--- config.mk ---
export PLATFORM = sky130hd
export DESIGN_NAME = keycombo_det
export DESIGN_NICKNAME = d
export VERILOG_FILES = /design/src/rtl/keycombo_pkg.sv /design/src/rtl/kc_debounce.sv /design/src/rtl/kc_channel.sv /design/src/rtl/kc_pulse.sv /design/src/rtl/keycombo_det.sv
export SDC_FILE = /design/constraint.sdc
export NUM_CORES = 1
export LEC_CHECK = 0
export ABC_AREA = 1
export BUFFER_PORTS_ARGS = -buffer_cell sky130_fd_sc_hd__buf_4
export CAP_MARGIN = 40
export CORE_ASPECT_RATIO = 0.7
export CORE_UTILIZATION = 45
export DETAILED_ROUTE_END_ITERATION = 6
export PLACE_DENSITY = 0.6
export SETUP_SLACK_MARGIN = 0.3
export SLEW_MARGIN = 20
export SYNTH_ARGS = -nofsm -noshare
export SYNTH_HDL_FRONTEND = slang
export SYNTH_SLANG_ARGS = --single-unit
--- constraint.sdc ---
create_clock -name clk_i -period 5.98 [get_ports clk_i]
set_input_delay 0.598 -clock clk_i [delete_from_list [all_inputs] [get_ports clk_i]]
set_output_delay 0.598 -clock clk_i [all_outputs]
set_load 0.02 [all_outputs]
--- src/rtl/keycombo_pkg.sv ---
package keycombo_pkg;
  localparam int NIN  = 5;
  localparam int NCH  = 4;
  localparam int NACT = 4;

  localparam int ACT_INTR = 0;
  localparam int ACT_BAT  = 1;
  localparam int ACT_EC   = 2;
  localparam int ACT_RST  = 3;

  typedef struct packed {
    logic [NACT-1:0] act;
    logic            pre_en;
    logic [NIN-1:0]  pre_sel;
    logic [NIN-1:0]  trig_sel;
  } ch_cfg_t;

  localparam int CFGW = $bits(ch_cfg_t);

  localparam int A_DEB   = 0;
  localparam int A_PULSE = 1;
  localparam int A_CFG0  = 2;
  localparam int A_DET0  = A_CFG0 + NCH;
  localparam int A_PRE0  = A_DET0 + NCH;
  localparam int A_INTR  = A_PRE0 + NCH;
  localparam int A_WKUP  = A_INTR + 1;
endpackage

--- src/rtl/kc_debounce.sv ---
module kc_debounce #(
  parameter int TW = 16
) (
  input  logic          clk_i,
  input  logic          rst_ni,
  input  logic          raw_i,
  input  logic [TW-1:0] limit_i,
  output logic          stable_o
);
  logic [TW-1:0] cnt_q;

  always_ff @(posedge clk_i or negedge rst_ni) begin
    if (!rst_ni) begin
      cnt_q    <= '0;
      stable_o <= 1'b0;
    end else if (raw_i == stable_o) begin
      cnt_q <= '0;
    end else if (cnt_q >= limit_i) begin
      stable_o <= raw_i;
      cnt_q    <= '0;
    end else begin
      cnt_q <= cnt_q + 1'b1;
    end
  end
endmodule

--- src/rtl/kc_channel.sv ---
module kc_channel import keycombo_pkg::*; #(
  parameter int TW = 16
) (
  input  logic           clk_i,
  input  logic           rst_ni,
  input  logic [NIN-1:0] keys_i,
  input  ch_cfg_t        cfg_i,
  input  logic [TW-1:0]  det_time_i,
  input  logic [TW-1:0]  pre_time_i,
  output logic           fire_o
);
  logic [TW-1:0] pcnt_q, tcnt_q;
  logic          pdet_q, fired_q;
  logic          pre_hit, trig_hit, overlap, armed, go;

  assign pre_hit  = (cfg_i.pre_sel != '0) && ((keys_i & cfg_i.pre_sel) == cfg_i.pre_sel);
  assign trig_hit = (cfg_i.trig_sel != '0) && ((keys_i & cfg_i.trig_sel) == cfg_i.trig_sel);
  assign overlap  = |(cfg_i.pre_sel & cfg_i.trig_sel);
  assign armed    = !cfg_i.pre_en || (pdet_q && !overlap);
  assign go       = armed && trig_hit;
  assign fire_o   = go && !fired_q && (tcnt_q == det_time_i);

  always_ff @(posedge clk_i or negedge rst_ni) begin
    if (!rst_ni) begin
      pcnt_q <= '0;
      pdet_q <= 1'b0;
    end else if (!pre_hit) begin
      pcnt_q <= '0;
      pdet_q <= 1'b0;
    end else if (!pdet_q) begin
      if (pcnt_q == pre_time_i) pdet_q <= 1'b1;
      else                      pcnt_q <= pcnt_q + 1'b1;
    end
  end

  always_ff @(posedge clk_i or negedge rst_ni) begin
    if (!rst_ni) begin
      tcnt_q  <= '0;
      fired_q <= 1'b0;
    end else if (!go) begin
      tcnt_q  <= '0;
      fired_q <= 1'b0;
    end else if (!fired_q) begin
      if (tcnt_q == det_time_i) fired_q <= 1'b1;
      else                      tcnt_q  <= tcnt_q + 1'b1;
    end
  end
endmodule

--- src/rtl/kc_pulse.sv ---
module kc_pulse #(
  parameter int TW = 16
) (
  input  logic          clk_i,
  input  logic          rst_ni,
  input  logic          trig_i,
  input  logic [TW-1:0] width_i,
  output logic          pulse_no
);
  logic [TW-1:0] rem_q;

  // reload on every trigger: overlapping requests stretch one window
  always_ff @(posedge clk_i or negedge rst_ni) begin
    if (!rst_ni)              rem_q <= '0;
    else if (trig_i)          rem_q <= width_i;
    else if (rem_q != '0)     rem_q <= rem_q - 1'b1;
  end

  assign pulse_no = (rem_q == '0);
endmodule

--- src/rtl/keycombo_det.sv ---
module keycombo_det import keycombo_pkg::*; #(
  parameter int TW = 16,
  parameter int AW = 4,
  parameter int DW = 16
) (
  input  logic           clk_i,
  input  logic           rst_ni,
  input  logic [NIN-1:0] keys_i,
  input  logic           reg_we_i,
  input  logic [AW-1:0]  reg_addr_i,
  input  logic [DW-1:0]  reg_wdata_i,
  output logic [DW-1:0]  reg_rdata_o,
  output logic           intr_o,
  output logic           wkup_req_o,
  output logic           bat_dis_o,
  output logic           rst_req_o,
  output logic           ec_rst_no
);
  logic [TW-1:0]  deb_time_q, pulse_w_q;
  ch_cfg_t        cfg_q  [NCH];
  logic [TW-1:0]  det_q  [NCH];
  logic [TW-1:0]  pre_q  [NCH];
  logic [NCH-1:0] intr_sts_q;
  logic           wkup_q, bat_q, rstreq_q;

  logic [NIN-1:0] keys_deb;
  logic [NCH-1:0] ch_fire, intr_fire, bat_fire, ec_fire, rst_fire;
  logic [NCH-1:0] intr_clr;
  logic           wkup_clr;

  for (genvar i = 0; i < NIN; i++) begin : g_deb
    kc_debounce #(.TW(TW)) u_deb (
      .clk_i    (clk_i),
      .rst_ni   (rst_ni),
      .raw_i    (keys_i[i]),
      .limit_i  (deb_time_q),
      .stable_o (keys_deb[i])
    );
  end

  for (genvar c = 0; c < NCH; c++) begin : g_ch
    kc_channel #(.TW(TW)) u_ch (
      .clk_i      (clk_i),
      .rst_ni     (rst_ni),
      .keys_i     (keys_deb),
      .cfg_i      (cfg_q[c]),
      .det_time_i (det_q[c]),
      .pre_time_i (pre_q[c]),
      .fire_o     (ch_fire[c])
    );
    assign intr_fire[c] = ch_fire[c] & cfg_q[c].act[ACT_INTR];
    assign bat_fire[c]  = ch_fire[c] & cfg_q[c].act[ACT_BAT];
    assign ec_fire[c]   = ch_fire[c] & cfg_q[c].act[ACT_EC];
    assign rst_fire[c]  = ch_fire[c] & cfg_q[c].act[ACT_RST];
  end

  kc_pulse #(.TW(TW)) u_ec (
    .clk_i    (clk_i),
    .rst_ni   (rst_ni),
    .trig_i   (|ec_fire),
    .width_i  (pulse_w_q),
    .pulse_no (ec_rst_no)
  );

  assign intr_clr = (reg_we_i && reg_addr_i == AW'(A_INTR)) ? reg_wdata_i[NCH-1:0] : '0;
  assign wkup_clr = reg_we_i && reg_addr_i == AW'(A_WKUP) && reg_wdata_i[0];

  always_ff @(posedge clk_i or negedge rst_ni) begin
    if (!rst_ni) begin
      deb_time_q <= '0;
      pulse_w_q  <= '0;
      for (int c = 0; c < NCH; c++) begin
        cfg_q[c] <= '0;
        det_q[c] <= '0;
        pre_q[c] <= '0;
      end
    end else if (reg_we_i) begin
      if (reg_addr_i == AW'(A_DEB))   deb_time_q <= reg_wdata_i[TW-1:0];
      if (reg_addr_i == AW'(A_PULSE)) pulse_w_q  <= reg_wdata_i[TW-1:0];
      for (int c = 0; c < NCH; c++) begin
        if (reg_addr_i == AW'(A_CFG0 + c)) cfg_q[c] <= ch_cfg_t'(reg_wdata_i[CFGW-1:0]);
        if (reg_addr_i == AW'(A_DET0 + c)) det_q[c] <= reg_wdata_i[TW-1:0];
        if (reg_addr_i == AW'(A_PRE0 + c)) pre_q[c] <= reg_wdata_i[TW-1:0];
      end
    end
  end

  // set wins over a same-cycle clear
  always_ff @(posedge clk_i or negedge rst_ni) begin
    if (!rst_ni) begin
      intr_sts_q <= '0;
      wkup_q     <= 1'b0;
      bat_q      <= 1'b0;
      rstreq_q   <= 1'b0;
    end else begin
      intr_sts_q <= (intr_sts_q & ~intr_clr) | intr_fire;
      wkup_q     <= (wkup_q & ~wkup_clr) | (|intr_fire);
      bat_q      <= bat_q | (|bat_fire);
      rstreq_q   <= rstreq_q | (|rst_fire);
    end
  end

  always_comb begin
    reg_rdata_o = '0;
    if (reg_addr_i == AW'(A_DEB))   reg_rdata_o = DW'(deb_time_q);
    if (reg_addr_i == AW'(A_PULSE)) reg_rdata_o = DW'(pulse_w_q);
    if (reg_addr_i == AW'(A_INTR))  reg_rdata_o = DW'(intr_sts_q);
    if (reg_addr_i == AW'(A_WKUP))  reg_rdata_o = DW'(wkup_q);
    for (int c = 0; c < NCH; c++) begin
      if (reg_addr_i == AW'(A_CFG0 + c)) reg_rdata_o = DW'(cfg_q[c]);
      if (reg_addr_i == AW'(A_DET0 + c)) reg_rdata_o = DW'(det_q[c]);
      if (reg_addr_i == AW'(A_PRE0 + c)) reg_rdata_o = DW'(pre_q[c]);
    end
  end

  assign intr_o     = |intr_sts_q;
  assign wkup_req_o = wkup_q;
  assign bat_dis_o  = bat_q;
  assign rst_req_o  = rstreq_q;
endmodule

==> reports/results.ini, run 1 <==
[logic_synthesis]
synth_area_leaders = dfrtp_1 (42%), nand2_1 (13%), o21ai_0 (6.3%), inv_1 (4.9%), ha_1 (4.3%)
ys.warnings.count = 0
async_flop_share_pct = 100
synth_ff_type = dfrtp_1
synth_cells = 3593
ys_types = 60
synth_seq_area_share_pct = 42.4
synth_area_sq_mm = 0.0274
ys_ff_latch = 464
avgSynthCellArea_sq_um = 7.62
synth_area_leader_cell = dfrtp_1
synth_top_area_share_pct = 42.4
synth_edf_count = 0
syn_nets = 3715

[worst_setup_path]
arrival_ns = 2.68
critical_path_class = register to primary output
critPathRequiredTime_ns = 5.38
cp_max_fo = 6
startpoint_type = register
crit_path_end_kind = primary output

[clock_tree]
hold_buffers = 0
clk_pin_slew_ns = 0.06
cts_max_level = 2
cts.sinks = 464
cts_setup_buffers = 0
cts_resized = 0
cts_made_buffers = 49
clk_root_buffer_cell = clkbuf_16
insertion_delay_ns = 0.61
cts_tree = built
clock_path_buffers = 3

[grt]
grt-ovfl-total = 0
antenna_found_initial = 5
grt_usage_pct = 28.3
grt_pass1_wl_mm = 135
grt_max_degree = 112
grt_pass1_vias = 21500

[drt]
wl_met2_mm = 32.3
viasPerCell = 5.48
drt_first_pass_iters = 5
wl_per_cell_um = 19.6
drtIter0Drc = 2759
postRouteAntennaNets = 0
dr_total_vias = 24500
highest_layer = met5
drc = 0
met1Wirelength_mm = 45.8
routed_wl_mm = 87.8
met3_length_mm = 8.33

[final_layout]
fill_cells = 5811
nNetsFinal = 3744
postLayoutCellArea_sq_mm = 0.0305
syn_to_final_growth_pct = 11.3
drive_gt1_share_pct = 8.20

[place]
hpwl_mm = 66.2
placedInstanceArea_sq_mm = 0.0288
place_congestion = 0.993
port_buffers = 48
place_ws_ns = 2.80

[die]
die_h_um = 208
core-area_sq_mm = 0.0601
die-width_um = 297
rows = 75
start_util_pct = 45.6
dieArea_sq_mm = 0.0619
pin_count = 49

[timing]
setup_ws_ns = 2.70
hold_violations = 0
clock.fmax_mhz = 305
slew_violations = 0
grt_setup_unrepaired = no
final.min_clock_period_ns = 3.28
fin_crit_sh_pct = 54.9
finalSetupViolCount = 0
skew_ns = 0.0246
max_slew_margin_pct = 39.1
worstMarginPinSlew_ns = 0.914
finalSetupTns_ns = 0

[outcome]
status = finished clean

[pwr]
irDropWorstVdd_mv = 0.270
cellLeakagePower_nw = 13.8
cellPowerDensity_mw_per_mm2 = 330

[hold_path]
worstHoldPathType = input pin to async pin

[flow_run]
drv_cap = 0

## cell usage after synthesis (3+ instances only)
cell         n
a211oi_1     7
a21oi_1     79
a22o_1       4
a31o_2       4
buf_2       22
buf_6        3
buf_8        3
clkbuf_1    81
clkbuf_2     3
clkinv_1     4
dfrtp_1    464
ha_1        94
inv_1      361
inv_2       25
nand2_1    975
nand2_2     11
nand2_4      3
nand3_1    206
nand3_2      5
nand3b_1    11
nand4_1    131
nand4_2      3
nor2_1     261
nor2_2      12
nor2_4       4
nor3_1     106
nor3_2       4
nor4_1      31
o2111ai_1    4
o211ai_1     6
o21a_1       4
o21ai_0    344
o21ai_1     24
o21ai_2     21
o21bai_1     6
o22ai_1      4
o31ai_1     35
or2_2       24
xnor2_1     81
xor2_1      97
## where the power goes
| part | total, mW | switching, mW | internal (mW) |
|---|---|---|---|
| registers | 4.33 | 0.710 | 3.62 |
| clock network | 3.17 | 1.35 | 1.82 |
| logic | 2.57 | 1.66 | 0.909 |
## metrics by stage
step / power (mW) / hold WS, ns / instances / utilization [%]
floorplan: 5.84 / 0.302 / 3593 / -
global placement: 6.82 / 0.465 / 4346 / 47.2
detailed placement: 6.88 / 0.473 / 4371 / 47.9
CTS: 10.1 / 0.0930 / 4459 / 50.6
global route: 10.6 / 0.124 / 4467 / 50.8
finish: 10.1 / 0.0611 / 4468 / 50.8
## state kept, by name, indices dropped and copies added, names as in the netlist
name                  count
det_q                    64
g_ch.u_ch.pdet_q          4
u_ec.rem_q               16
bat_dis_o                 1
g_ch.u_ch.tcnt_q         64
deb_time_q               16
g_ch.u_ch.pcnt_q         64
pulse_w_q                16
g_deb.u_deb.stable_o      5
pre_q                    64
g_deb.u_deb.cnt_q        80
wkup_req_o                1
cfg_q                    60
g_ch.u_ch.fired_q         4
rst_req_o                 1
intr_sts_q                4
## worst max-delay path: stages, from the launching register on
cell and delay [ns]:
dfrtp_1 0.37, inv_1 0.39, o21ai_0 0.19, a221oi_1 0.34
nand4_1 0.24, nor2_1 0.26, nand3_1 0.12, buf_4 0.18
## layout by cell type (no fill, tap or decap), drive strengths merged, types with 92 or more instances in the layout
cell   instances
nand2        989
nand3        211
xor2          97
nand4        136
ha            94
o21ai        391
inv          386
nor2         278
dfrtp        464
buf           92
nor3         110
## path summary, 6_finish.rpt
kind / endpoint / slack [ns] / from / cells after the start
hold reg to reg: deb_time_q[13] / 0.48 / deb_time_q[13] / 2
setup reg to reg: g_deb[3].u_deb.cnt_q[14] / 3.23 / deb_time_q[15] / 7
hold / removal: g_ch[2].u_ch.tcnt_q[10] / 0.06 / rst_ni / 1
setup / recovery: reg_rdata_o[15] / 2.70 / deb_time_q[15] / 7
max in group asynchronous: g_deb[1].u_deb.cnt_q[8] / 4.75 / rst_ni / 2
min in group clk_i: g_deb[1].u_deb.stable_o / 0.23 / keys_i[1] / 3
## area by class of cell
type | instances | area, sq um | share of cell area, %
antenna | 1 | 2.50 | 0.00821
clock buffer | 65 | 1370 | 4.48
timing repair buffer | 92 | 977 | 3.21
multi-input combinational | 2623 | 13800 | 45.2
sequential | 464 | 11600 | 38.1
clock inverter | 23 | 253 | 0.829
tap | 808 | 1010 | 3.32
inverter | 392 | 1480 | 4.85
## kinds of logic after synthesis
kind of cell    after synthesis  synth area share (%)
simple gates               1800                  29.0
compound gates              551                  11.3
buf+inv                     506                  7.30
flops                       464                  42.4
xor+xnor                    178                  5.69
fa+ha+maj                    94                  4.29
## routing by layer
metal / vias to the layer above / track usage, %
met5: - / 0
met2: 899 / 35.1
met4: 8 / 5.07
li1: 11900 / -
met3: 95 / 5.98
met1: 11600 / 48.3
(Power assumes the default switching activity.)
==> inputs of run 2 (changes only) <==
Settings changed: ABC_AREA 1 to 0.
Clock period 5.98 ns to 3.35 ns, I/O delays scaled along.
==> run 2 against run 1 <==
Count of clock-buffer cells in the layout down 1. Synthesized cell count down 31%. Non-clock buffer count up 7. Area after synthesis down 7.7%. Power up 80%. Flip-flop and latch count unchanged. Register-to-register slack worse by 2.8 ns. Via count down 20%. Clock power up 87%. Critical endpoint is now reg_rdata_o[0]. Final area down 6.7%.
==> reports/results.ini, run 2 <==
[drt]
viasPerCell = 5.96
wl_met2_mm = 30.3
drc = 0
dr_total_vias = 19700
highest_layer = met4
postRouteAntennaNets = 0
routed_wl_mm = 80.5
drtIter0Drc = 2270
met3_length_mm = 8.06
drt_first_pass_iters = 7
met1Wirelength_mm = 40.9
wl_per_cell_um = 24.4

[worst_setup_path]
cp_num_buf_inv = 1
startpoint_type = register
ff2ff_path_depth = 8
crit_path_end_kind = primary output
cp_max_fo = 7
arrival_ns = 2.64
cp.depth = 7
path_delay_family = compound AO/OA/AOI/OAI gates
path_cells = a211oi_1, a311oi_1, a31o_2, a21oi_1, o21a_1, nor3_1, buf_4
critPathRequiredTime_ns = 3.01
slowest_delay_ns = 0.55
crit_slowest_cell = dfrtp_1
critical_path_class = register to primary output

[grt]
grt_usage_pct = 28.3
grt_pass1_wl_mm = 122
grt_pass1_vias = 18700
antenna_found_initial = 5
grt-ovfl-total = 0
grt_max_degree = 90

[clock_tree]
insertion_delay_ns = 0.60
clk_pin_slew_ns = 0.06
cts_setup_buffers = 0
clock_path_buffers = 3
cts.sinks = 464
clk_root_buffer_cell = clkbuf_16
cts_made_buffers = 48
cts_max_level = 2
cts_tree = built

[logic_synthesis]
avgSynthCellArea_sq_um = 10.2
synth_edf_count = 0
synth_fa_ha_area_share_pct = 4.65
synth_top_family_by_area = simple AND/OR/NAND/NOR gates
ys_types = 63
syn_nets = 2602
synthTopCellsByCount = dfrtp_1 (464), nor2_1 (315), mux2_2 (226)
synth_area_sq_mm = 0.0253
ys_ff_latch = 464
synth_xor_xnor_area_share_pct = 10.9
synth_ff_type = dfrtp_1
synth_compound_area_share_pct = 9.31
async_flop_share_pct = 100
synthSimpleGateAreaFrac_pct = 14.9
synth_area_leader_cell = dfrtp_1
synthMuxAreaShare_pct = 11.5
ys.warnings.count = 0
synth_area_leaders = dfrtp_1 (46%), mux2_2 (10%), xor2_1 (6.8%), nor2_1 (4.7%), ha_1 (4.7%)
synth_top_area_share_pct = 45.9
synth_cells = 2480
synth_seq_area_share_pct = 45.9
synth_most_common_cell = dfrtp_1

[timing]
slew_violations = 0
hold_violations = 0
skew_ns = 0.0255
fin_crit_sh_pct = 88.8
worstMarginPinSlew_ns = 0.871
setup_ws_ns = 0.375
finalSetupViolCount = 0
final.min_clock_period_ns = 2.97
finalSetupTns_ns = 0
clock.fmax_mhz = 336
grt_setup_unrepaired = no
max_slew_margin_pct = 41.8

[flow_run]
drv_cap = 0

[die]
rows = 72
pin_count = 49
die_h_um = 200
core-area_sq_mm = 0.0554
start_util_pct = 45.6
die-width_um = 285
dieArea_sq_mm = 0.0572

[pwr]
finalPower_mw = 18.2
cellLeakagePower_nw = 12.9
cellPowerDensity_mw_per_mm2 = 639
irDropWorstVdd_mv = 0.397

[hold_path]
holdPathStages = 2
worstHoldPathType = input pin to register

[final_layout]
insertedDiodeCount = 0
finalCoreUtilization_pct = 51.3
nNetsFinal = 2651
regArea_sq_mm = 0.0116
drive_gt1_share_pct = 16.5
fill_cells = 4937
regMostFlops = g_deb.u_deb.cnt_q
final_cell_mix = dfrtp_1 (464), nor2_1 (314), mux2_2 (226)
multi_input_area_sq_mm = 0.0130
largest_reg_flops = 80
final_common_cell = dfrtp_1
syn_to_final_growth_pct = 12.4

[place]
hpwl_mm = 58.6
place_ws_ns = 0.435
port_buffers = 48
place_congestion = 1.01

[outcome]
status = finished clean

## run 2: cell types whose count changed in the layout (fill, tap and decap cells not counted), moves of 100 or more
cell     before  now
xor2_1       97  197
o21ai_0     344   88
mux2_2        0  226
inv_1       361   77
nand3_1     206   61
nand2_1     975  178
## run 2: area by class of cell
cell class	count	share of cell area (%)
clock buffer	64	4.75
clock inverter	20	1.31
inverter	82	1.08
multi-input combinational	1834	45.6
sequential	464	40.8
tap	740	3.26
timing repair buffer	99	3.15
## run 2: stage by stage
step	hold WS, ns	instances	area [sq um]
6_report	0.0190	3303	28400
5_1_grt	0.0147	3303	28400
4_1_cts	0.000182	3300	28400
3_5_place_dp	0.422	3212	26600
3_3_place_gp	0.417	3210	26600
2_1_floorplan	0.0394	2480	25300
## run 2: timing repair
action,4_1_cts,5_1_grt
pin swaps,0,0
resized for setup,1,3
hold endpoints to repair,83,0
setup endpoints to repair,1,3
hold buffers,4,0
gates cloned,0,0
## run 2: per-layer routing
layer / vias up / GRT usage, %
li1: 8866 / -
met1: 9909 / 47.2
met2: 803 / 35.5
met3: 93 / 6.92
met4: 0 / 5.75
met5: - / 0
## run 2: power by group
group          switching (mW)  internal, mW  leakage, nW
registers                1.45          6.52         6.04
logic                    2.45          1.82         5.97
clock network            2.34          3.60        0.845
total                    6.23          11.9         12.9
## run 2: kinds of logic (layout without fill, tap and decap cells)
group | after synthesis | count (layout)
simple gates | 805 | 805
flops | 464 | 464
compound gates | 363 | 363
xor+xnor | 315 | 315
mux | 257 | 257
buf+inv | 182 | 265
fa+ha+maj | 94 | 94
## run 2: final timing paths
kind	start	endpoint	slack (ns)
max reg2reg	g_deb[0].u_deb.stable_o	u_ec.rem_q[4]	0.46
min in group asynchronous	rst_ni	g_ch[3].u_ch.pcnt_q[5]	0.33
min reg2reg	g_deb[3].u_deb.cnt_q[0]	g_deb[3].u_deb.cnt_q[0]	0.49
min	keys_i[3]	g_deb[3].u_deb.stable_o	0.02
max in group asynchronous	rst_ni	u_ec.rem_q[0]	1.94
max	deb_time_q[0]	reg_rdata_o[0]	0.38
